## src/rtl/thmon_pkg.sv

```systemverilog
package thmon_pkg;
  localparam int unsigned ALM_LSB = 0;
  localparam int unsigned SHT_LSB = 4;
  localparam int unsigned RDY_LSB = 8;
  localparam int unsigned STW     = 11;

  localparam int unsigned A_CTRL = 'h40;
  localparam int unsigned A_IEN  = 'h44;
  localparam int unsigned A_STAT = 'h48;
  localparam int unsigned A_ALM  = 'h50;
  localparam int unsigned A_SHT  = 'h60;
  localparam int unsigned A_FILT = 'h70;
  localparam int unsigned A_DATA = 'h80;

  typedef struct packed {
    logic alm;
    logic sht;
    logic rdy;
  } evt_t;
endpackage

```

## src/rtl/thmon_acq.sv

```systemverilog
module thmon_acq #(
  parameter int unsigned ACQW = 16
) (
  input  logic            clk_i,
  input  logic            rst_ni,
  input  logic            run_i,
  input  logic [ACQW-1:0] period_i,
  output logic            tick_o
);
  logic [ACQW-1:0] cnt_q;

  assign tick_o = run_i && (cnt_q >= period_i);

  always_ff @(posedge clk_i or negedge rst_ni) begin
    if (!rst_ni)                cnt_q <= '0;
    else if (!run_i || tick_o)  cnt_q <= '0;
    else                        cnt_q <= cnt_q + 1'b1;
  end

  AST_ACQ_SPACING: assert property (@(posedge clk_i) disable iff (!rst_ni)
    tick_o |=> (!tick_o || period_i == '0));
endmodule

```

## src/rtl/thmon_chan.sv

```systemverilog
module thmon_chan
  import thmon_pkg::*;
#(
  parameter int unsigned DW = 12,
  localparam int unsigned FW = DW + 4
) (
  input  logic          clk_i,
  input  logic          rst_ni,
  input  logic          en_i,
  input  logic          smp_i,
  input  logic [DW-1:0] raw_i,
  input  logic          filt_en_i,
  input  logic [1:0]    filt_k_i,
  input  logic          filt_clr_i,
  input  logic [DW-1:0] hot_i,
  input  logic [DW-1:0] hyst_i,
  input  logic [DW-1:0] shut_i,
  output logic [DW-1:0] data_o,
  output evt_t          evt_o
);
  logic [FW-1:0] acc_q;
  logic [3:0]    cnt_q;
  logic [DW-1:0] res_q;
  logic          res_vld_q;
  logic          armed_q;

  logic [FW-1:0] sum;
  logic [4:0]    nsmp;
  logic [3:0]    last;
  logic [2:0]    shamt;

  assign sum   = acc_q + FW'(raw_i);
  assign nsmp  = 5'd2 << filt_k_i;
  assign last  = 4'(nsmp - 5'd1);
  assign shamt = {1'b0, filt_k_i} + 3'd1;

  always_ff @(posedge clk_i or negedge rst_ni) begin
    if (!rst_ni) begin
      acc_q     <= '0;
      cnt_q     <= '0;
      res_q     <= '0;
      res_vld_q <= 1'b0;
    end else begin
      res_vld_q <= 1'b0;
      if (!en_i || filt_clr_i) begin
        acc_q <= '0;
        cnt_q <= '0;
      end else if (smp_i) begin
        if (!filt_en_i) begin
          res_q     <= raw_i;
          res_vld_q <= 1'b1;
        end else if (cnt_q >= last) begin
          res_q     <= DW'(sum >> shamt);
          res_vld_q <= 1'b1;
          acc_q     <= '0;
          cnt_q     <= '0;
        end else begin
          acc_q <= sum;
          cnt_q <= cnt_q + 4'd1;
        end
      end
    end
  end

  // code falls with temperature: at-or-below means hot
  always_comb begin
    evt_o.rdy = res_vld_q;
    evt_o.alm = res_vld_q && armed_q && (res_q <= hot_i);
    evt_o.sht = res_vld_q && (res_q <= shut_i);
  end

  always_ff @(posedge clk_i or negedge rst_ni) begin
    if (!rst_ni) armed_q <= 1'b1;
    else if (res_vld_q) begin
      if (armed_q && res_q <= hot_i)        armed_q <= 1'b0;
      else if (!armed_q && res_q >= hyst_i) armed_q <= 1'b1;
    end
  end

  assign data_o = res_q;

  AST_DISABLED_SILENT: assert property (@(posedge clk_i) disable iff (!rst_ni)
    !en_i |=> !evt_o.rdy);
  AST_ALARM_ONCE: assert property (@(posedge clk_i) disable iff (!rst_ni)
    evt_o.alm |=> !evt_o.alm);
  AST_DATA_HOLD: assert property (@(posedge clk_i) disable iff (!rst_ni)
    !res_vld_q |-> $stable(data_o));
endmodule

```

## src/rtl/thermal_monitor.sv

```systemverilog
module thermal_monitor
  import thmon_pkg::*;
#(
  parameter int unsigned NCH  = 3,
  parameter int unsigned DW   = 12,
  parameter int unsigned AW   = 8,
  parameter int unsigned ACQW = 16
) (
  input  logic              clk_i,
  input  logic              rst_ni,
  input  logic [AW-1:0]     bus_addr_i,
  input  logic              bus_we_i,
  input  logic              bus_re_i,
  input  logic [31:0]       bus_wdata_i,
  output logic [31:0]       bus_rdata_o,
  input  logic [NCH*DW-1:0] raw_i,
  input  logic [NCH-1:0]    smp_i,
  output logic              conv_start_o,
  output logic              irq_o
);
  localparam logic [STW-1:0] CH_M  = STW'((1 << NCH) - 1);
  localparam logic [STW-1:0] VALID = (CH_M << ALM_LSB) | (CH_M << SHT_LSB) | (CH_M << RDY_LSB);

  logic [NCH-1:0]  en_q;
  logic [ACQW-1:0] acq_q;
  logic [STW-1:0]  ien_q, stat_q, stat_set, stat_clr;
  logic            filt_en_q;
  logic [1:0]      filt_k_q;
  logic [DW-1:0]   hot_q  [NCH];
  logic [DW-1:0]   hyst_q [NCH];
  logic [DW-1:0]   shut_q [NCH];
  logic [DW-1:0]   data   [NCH];
  evt_t            evt    [NCH];
  logic [31:0]     rd_mux, rdata_q;
  logic            filt_clr;

  function automatic logic hit(input logic [AW-1:0] a, input int unsigned off);
    return a == AW'(off);
  endfunction

  assign filt_clr = bus_we_i && hit(bus_addr_i, A_FILT);

  always_ff @(posedge clk_i or negedge rst_ni) begin
    if (!rst_ni) begin
      en_q      <= '0;
      acq_q     <= '0;
      ien_q     <= '0;
      filt_en_q <= 1'b0;
      filt_k_q  <= '0;
      for (int c = 0; c < NCH; c++) begin
        hot_q[c]  <= '0;
        hyst_q[c] <= '0;
        shut_q[c] <= '0;
      end
    end else if (bus_we_i) begin
      if (hit(bus_addr_i, A_CTRL)) begin
        en_q  <= bus_wdata_i[NCH-1:0];
        acq_q <= bus_wdata_i[16 +: ACQW];
      end
      if (hit(bus_addr_i, A_IEN)) ien_q <= bus_wdata_i[STW-1:0] & VALID;
      if (filt_clr) begin
        filt_en_q <= bus_wdata_i[2];
        filt_k_q  <= bus_wdata_i[1:0];
      end
      for (int c = 0; c < NCH; c++) begin
        if (hit(bus_addr_i, A_ALM + 4*c)) begin
          hot_q[c]  <= bus_wdata_i[16 +: DW];
          hyst_q[c] <= bus_wdata_i[0 +: DW];
        end
        if (hit(bus_addr_i, A_SHT + 4*c)) shut_q[c] <= bus_wdata_i[16 +: DW];
      end
    end
  end

  thmon_acq #(.ACQW(ACQW)) u_acq (
    .clk_i    (clk_i),
    .rst_ni   (rst_ni),
    .run_i    (|en_q),
    .period_i (acq_q),
    .tick_o   (conv_start_o)
  );

  for (genvar c = 0; c < NCH; c++) begin : g_ch
    thmon_chan #(.DW(DW)) u_ch (
      .clk_i      (clk_i),
      .rst_ni     (rst_ni),
      .en_i       (en_q[c]),
      .smp_i      (smp_i[c]),
      .raw_i      (raw_i[c*DW +: DW]),
      .filt_en_i  (filt_en_q),
      .filt_k_i   (filt_k_q),
      .filt_clr_i (filt_clr),
      .hot_i      (hot_q[c]),
      .hyst_i     (hyst_q[c]),
      .shut_i     (shut_q[c]),
      .data_o     (data[c]),
      .evt_o      (evt[c])
    );
  end

  always_comb begin
    stat_set = '0;
    for (int c = 0; c < NCH; c++) begin
      stat_set[ALM_LSB + c] = evt[c].alm;
      stat_set[SHT_LSB + c] = evt[c].sht;
      stat_set[RDY_LSB + c] = evt[c].rdy;
    end
    stat_clr = (bus_we_i && hit(bus_addr_i, A_STAT)) ? bus_wdata_i[STW-1:0] : '0;
  end

  always_ff @(posedge clk_i or negedge rst_ni) begin
    if (!rst_ni) stat_q <= '0;
    else         stat_q <= (stat_q & ~stat_clr) | stat_set;
  end

  assign irq_o = |(stat_q & ien_q);

  always_comb begin
    rd_mux = '0;
    if (hit(bus_addr_i, A_CTRL)) rd_mux = (32'(acq_q) << 16) | 32'(en_q);
    if (hit(bus_addr_i, A_IEN))  rd_mux = 32'(ien_q);
    if (hit(bus_addr_i, A_STAT)) rd_mux = 32'(stat_q);
    if (hit(bus_addr_i, A_FILT)) rd_mux = {29'd0, filt_en_q, filt_k_q};
    for (int c = 0; c < NCH; c++) begin
      if (hit(bus_addr_i, A_ALM + 4*c))  rd_mux = (32'(hot_q[c]) << 16) | 32'(hyst_q[c]);
      if (hit(bus_addr_i, A_SHT + 4*c))  rd_mux = 32'(shut_q[c]) << 16;
      if (hit(bus_addr_i, A_DATA + 4*c)) rd_mux = 32'(data[c]);
    end
  end

  always_ff @(posedge clk_i or negedge rst_ni) begin
    if (!rst_ni)       rdata_q <= '0;
    else if (bus_re_i) rdata_q <= rd_mux;
  end

  assign bus_rdata_o = rdata_q;

  AST_STATUS_STICKY: assert property (@(posedge clk_i) disable iff (!rst_ni)
    !(bus_we_i && hit(bus_addr_i, A_STAT)) |=> ((stat_q & $past(stat_q)) == $past(stat_q)));
  AST_IRQ_NO_ENABLE: assert property (@(posedge clk_i) disable iff (!rst_ni)
    (ien_q == '0) |-> !irq_o);
endmodule

```

## config.mk

```make
export PLATFORM = sky130hd
export DESIGN_NAME = thermal_monitor
export DESIGN_NICKNAME = d
export VERILOG_FILES = /design/src/rtl/thmon_pkg.sv /design/src/rtl/thmon_acq.sv /design/src/rtl/thmon_chan.sv /design/src/rtl/thermal_monitor.sv
export SDC_FILE = /design/constraint.sdc
export NUM_CORES = 1
export LEC_CHECK = 0
export BUFFER_PORTS_ARGS = -buffer_cell sky130_fd_sc_hd__buf_2
export CORE_MARGIN = 3
export CORE_UTILIZATION = 56
export DETAILED_ROUTE_END_ITERATION = 10
export PLACE_DENSITY = 0.75
export SLEW_MARGIN = 20
export SYNTH_ARGS = -nofsm -noshare
export SYNTH_HDL_FRONTEND = slang
export SYNTH_HIERARCHICAL = 1
export SYNTH_SLANG_ARGS = --single-unit
```

## constraint.sdc

```tcl
create_clock -name clk_i -period 6.5 [get_ports clk_i]
set_input_delay 0.325 -clock clk_i [delete_from_list [all_inputs] [get_ports clk_i]]
set_output_delay 0.325 -clock clk_i [all_outputs]
set_load 0.005 [all_outputs]
```

==> qor.csv <==
metric,value,unit
worstPathRequired,6.93,ns
area_growth,9.513,%
initial_core_util,57.39,%
pwr_density_cell,252.2,mW/mm^2
netlist_instances,2119,
cp-start-kind,flop,
viasPerCell,6.363,
htree_levels,2,
final_core_util,62.85,%
worst_clock_skew,0.02110,ns
async_flop_share,100.0,%
dp.cells,2600,
clock.fmax,268.7,MHz
synth_edf_count,0,
cts_buffers,37,
place.port_buffers,108,
slew_headroom,29.94,%
drive_gt1_share,18.80,%
setup_viol,0,
wl_per_cell,21.49,microns
boundaryPins,117,
worstSetupPathType,flop to flop,
cp-startpoint,filt_k_q[1],
cts_buffer_depth,3,
status,"complete, no violations",
grt.total_usage,28.93,%
die_h,198.1,microns
rsz0062_at_grt,false,
synth.ff_latch_count,296,
synth_cell_type_count,99,
finalPower,5.706,mW
place_area,0.02135,sq mm
dieWidth,198.1,microns
die_area,0.03924,sq mm
gp_congestion,0.9298,
slew_viol_final,0,
finalNonFillerCells,2674,
min_from,bus_wdata_i[31],
first_global_vias,16720,
fin_area,0.02263,sq mm
cellLeakagePower,10.64,nW
drc_errors,0,
holdPathStages,2,
tns,0,ns
dpl.hpwl,41630,microns
crit_path_max_fanout,26,
path_clk_slew,0.06,ns
clock_sinks,296,
hold_path.class,input port to flop,
grt_pass1_wl,90360,microns
first_iter_violations,1536,
regToRegStartpoint,filt_k_q[1],
antenna_found_initial,8,
cts_tree,yes,
clockRootBuffer,clkbuf_16,
finalHoldViolCount,0,
fin_crit,3.721,ns
worst_pin_slew,1.051,ns
fp.coreArea,0.03600,sq mm
core.rowCount,69,
grt_max_degree,120,
avgSynthCellArea,9.751,sq um
fin_crit_sh,57.25,%
synth_ff_type,dfrtp_1,
cts_setup_buffers,0,
vias,17010,
crit_path_end_kind,flop,
synth_area,0.02066,sq mm
yosysWarningCount,6,
reg2reg_depth,9,
fin_nets,2438,
worstSkewPairLatency,0.52,ns
drv_cap,0,
grt-ovfl-total,0,
cp.arrival,4.15,ns
routed_wl,57450,microns
ant_nets,0,
num-fill-cells,2906,
irDropWorstVdd,0.1524,mV
first_pass_iters,6,
ys_seq_area_share,35.87,%
==> routing by layer <==
metal / GRT usage, % / part of all wire (%)
met4: 10.59 / 3.6
met1: 39.31 / 43
met3: 5.258 / 7.1
met5: 0 / 0.071
met2: 46.60 / 46
==> sequential cells by signal, summed over array words and instances, names as in the netlist, 9 cells and up <==
name,count
u_acq/cnt_q,16
acq_q,16
g_ch.u_ch/data_o,36
shut_q,36
g_ch.u_ch/acc_q,48
stat_q,11
ien_q,9
hot_q,36
g_ch.u_ch/cnt_q,12
hyst_q,36
bus_rdata_o,28
==> repair_timing <==
item | CTS | global route
hold buffers | 1 | 0
hold endpoints to repair | 98 | 0
resized for setup | 0 | 0
==> cell families after synthesis <==
| kind of cell | synth area share [%] |
|---|---|
| AOI/OAI and AO/OA | 20.54 |
| xor gates and xnor gates | 1.738 |
| adders and majority gates | 10.77 |
| buffers and inverters | 6.110 |
| DFF | 35.87 |
| muxes | 11.94 |
| other | 0.01815 |
| and+or+nand+nor | 13.02 |
==> cell type report <==
type                            count  area (sq um)  share of cell area (%)
Multi-Input combinational cell   1548         12030                   53.18
Sequential cell                   296          7413                   32.76
Clock buffer                       51          1051                   4.645
Timing Repair Buffer              125         696.9                   3.080
Inverter                          171         641.9                   2.837
Tap cell                          461         576.8                   2.549
Clock inverter                     17         202.7                  0.8958
Antenna cell                        5         12.51                 0.05529
==> Yosys cell counts (32+ instances only) <==
library cell    n  area [sq um]
a21o_1         57         427.9
a21oi_1       151         755.7
a22o_1         33         289.0
clkbuf_1       32         120.1
dfrtp_1       293          7332
ha_1          173          2165
inv_1         168         630.6
mux2_2        122          1374
mux2i_1        59         590.6
nand2_1       117         439.2
nand2b_1       34         212.7
nand3_1        39         195.2
nor2_1        110         412.9
nor2b_1        34         212.7
o21ai_0       137         685.7
==> worst max-delay path, cell delays in order (launching register included) <==
cell      delay, ns
dfrtp_1        0.32
buf_4          0.36
clkinv_1       0.61
ha_1           0.50
a21o_1         0.16
a21oi_1        0.43
nand2_1        0.32
nor2_2         0.55
nand4_1        0.19
o21ai_0        0.19
==> power breakdown <==
group / leakage (nW) / internal (mW) / switching, mW / total, mW
clock network: 0.612 / 1.30 / 0.837 / 2.14
registers: 4.02 / 2.01 / 0.311 / 2.32
logic: 6.01 / 0.583 / 0.667 / 1.25
==> layout by cell type, fill, tap and decap left out, drive strengths merged, types with 8 or more instances in the layout <==
cell | Yosys | final
a211oi | 8 | 8
a21boi | 9 | 9
a21o | 60 | 60
a21oi | 161 | 161
a22o | 33 | 33
a22oi | 23 | 23
a2bb2oi | 12 | 12
a31oi | 16 | 16
and2 | 16 | 16
and3 | 11 | 11
buf | 63 | 124
clkbuf | 44 | 51
clkinv | 3 | 11
dfrtp | 293 | 293
ha | 173 | 173
inv | 168 | 170
mux2 | 148 | 148
mux2i | 59 | 59
nand2 | 118 | 118
nand2b | 38 | 38
nand3 | 42 | 42
nand4 | 31 | 31
nor2 | 126 | 126
nor2b | 34 | 34
nor3 | 19 | 19
o211ai | 8 | 8
o21a | 16 | 16
o21ai | 160 | 160
o221ai | 18 | 18
o22ai | 17 | 17
o31ai | 12 | 12
o32ai | 12 | 12
o41ai | 9 | 9
or3 | 15 | 15
xnor2 | 20 | 20
xor2 | 21 | 21
==> path summary, 6_finish.rpt <==
path	end	slack, ns
min in group asynchronous	acq_q[14]	0.43
hold reg to reg	g_ch[2].u_ch/armed_q	0.48
setup / recovery	g_ch[0].u_ch/cnt_q[3]	2.78
setup reg to reg	g_ch[0].u_ch/cnt_q[3]	2.78
max in group asynchronous	filt_en_q	4.82
hold / removal	acq_q[15]	0.04
==> per-stage QoR <==
step                      hold WS (ns)  setup slack [ns]
final                          0.03764             2.779
after global routing           0.03038             2.653
after CTS                      0.02828             2.914
after detailed placement        0.4167             2.788
after global placement          0.4070             2.900
after floorplan                0.02941             4.005
Power figures use the tool's default switching activity.
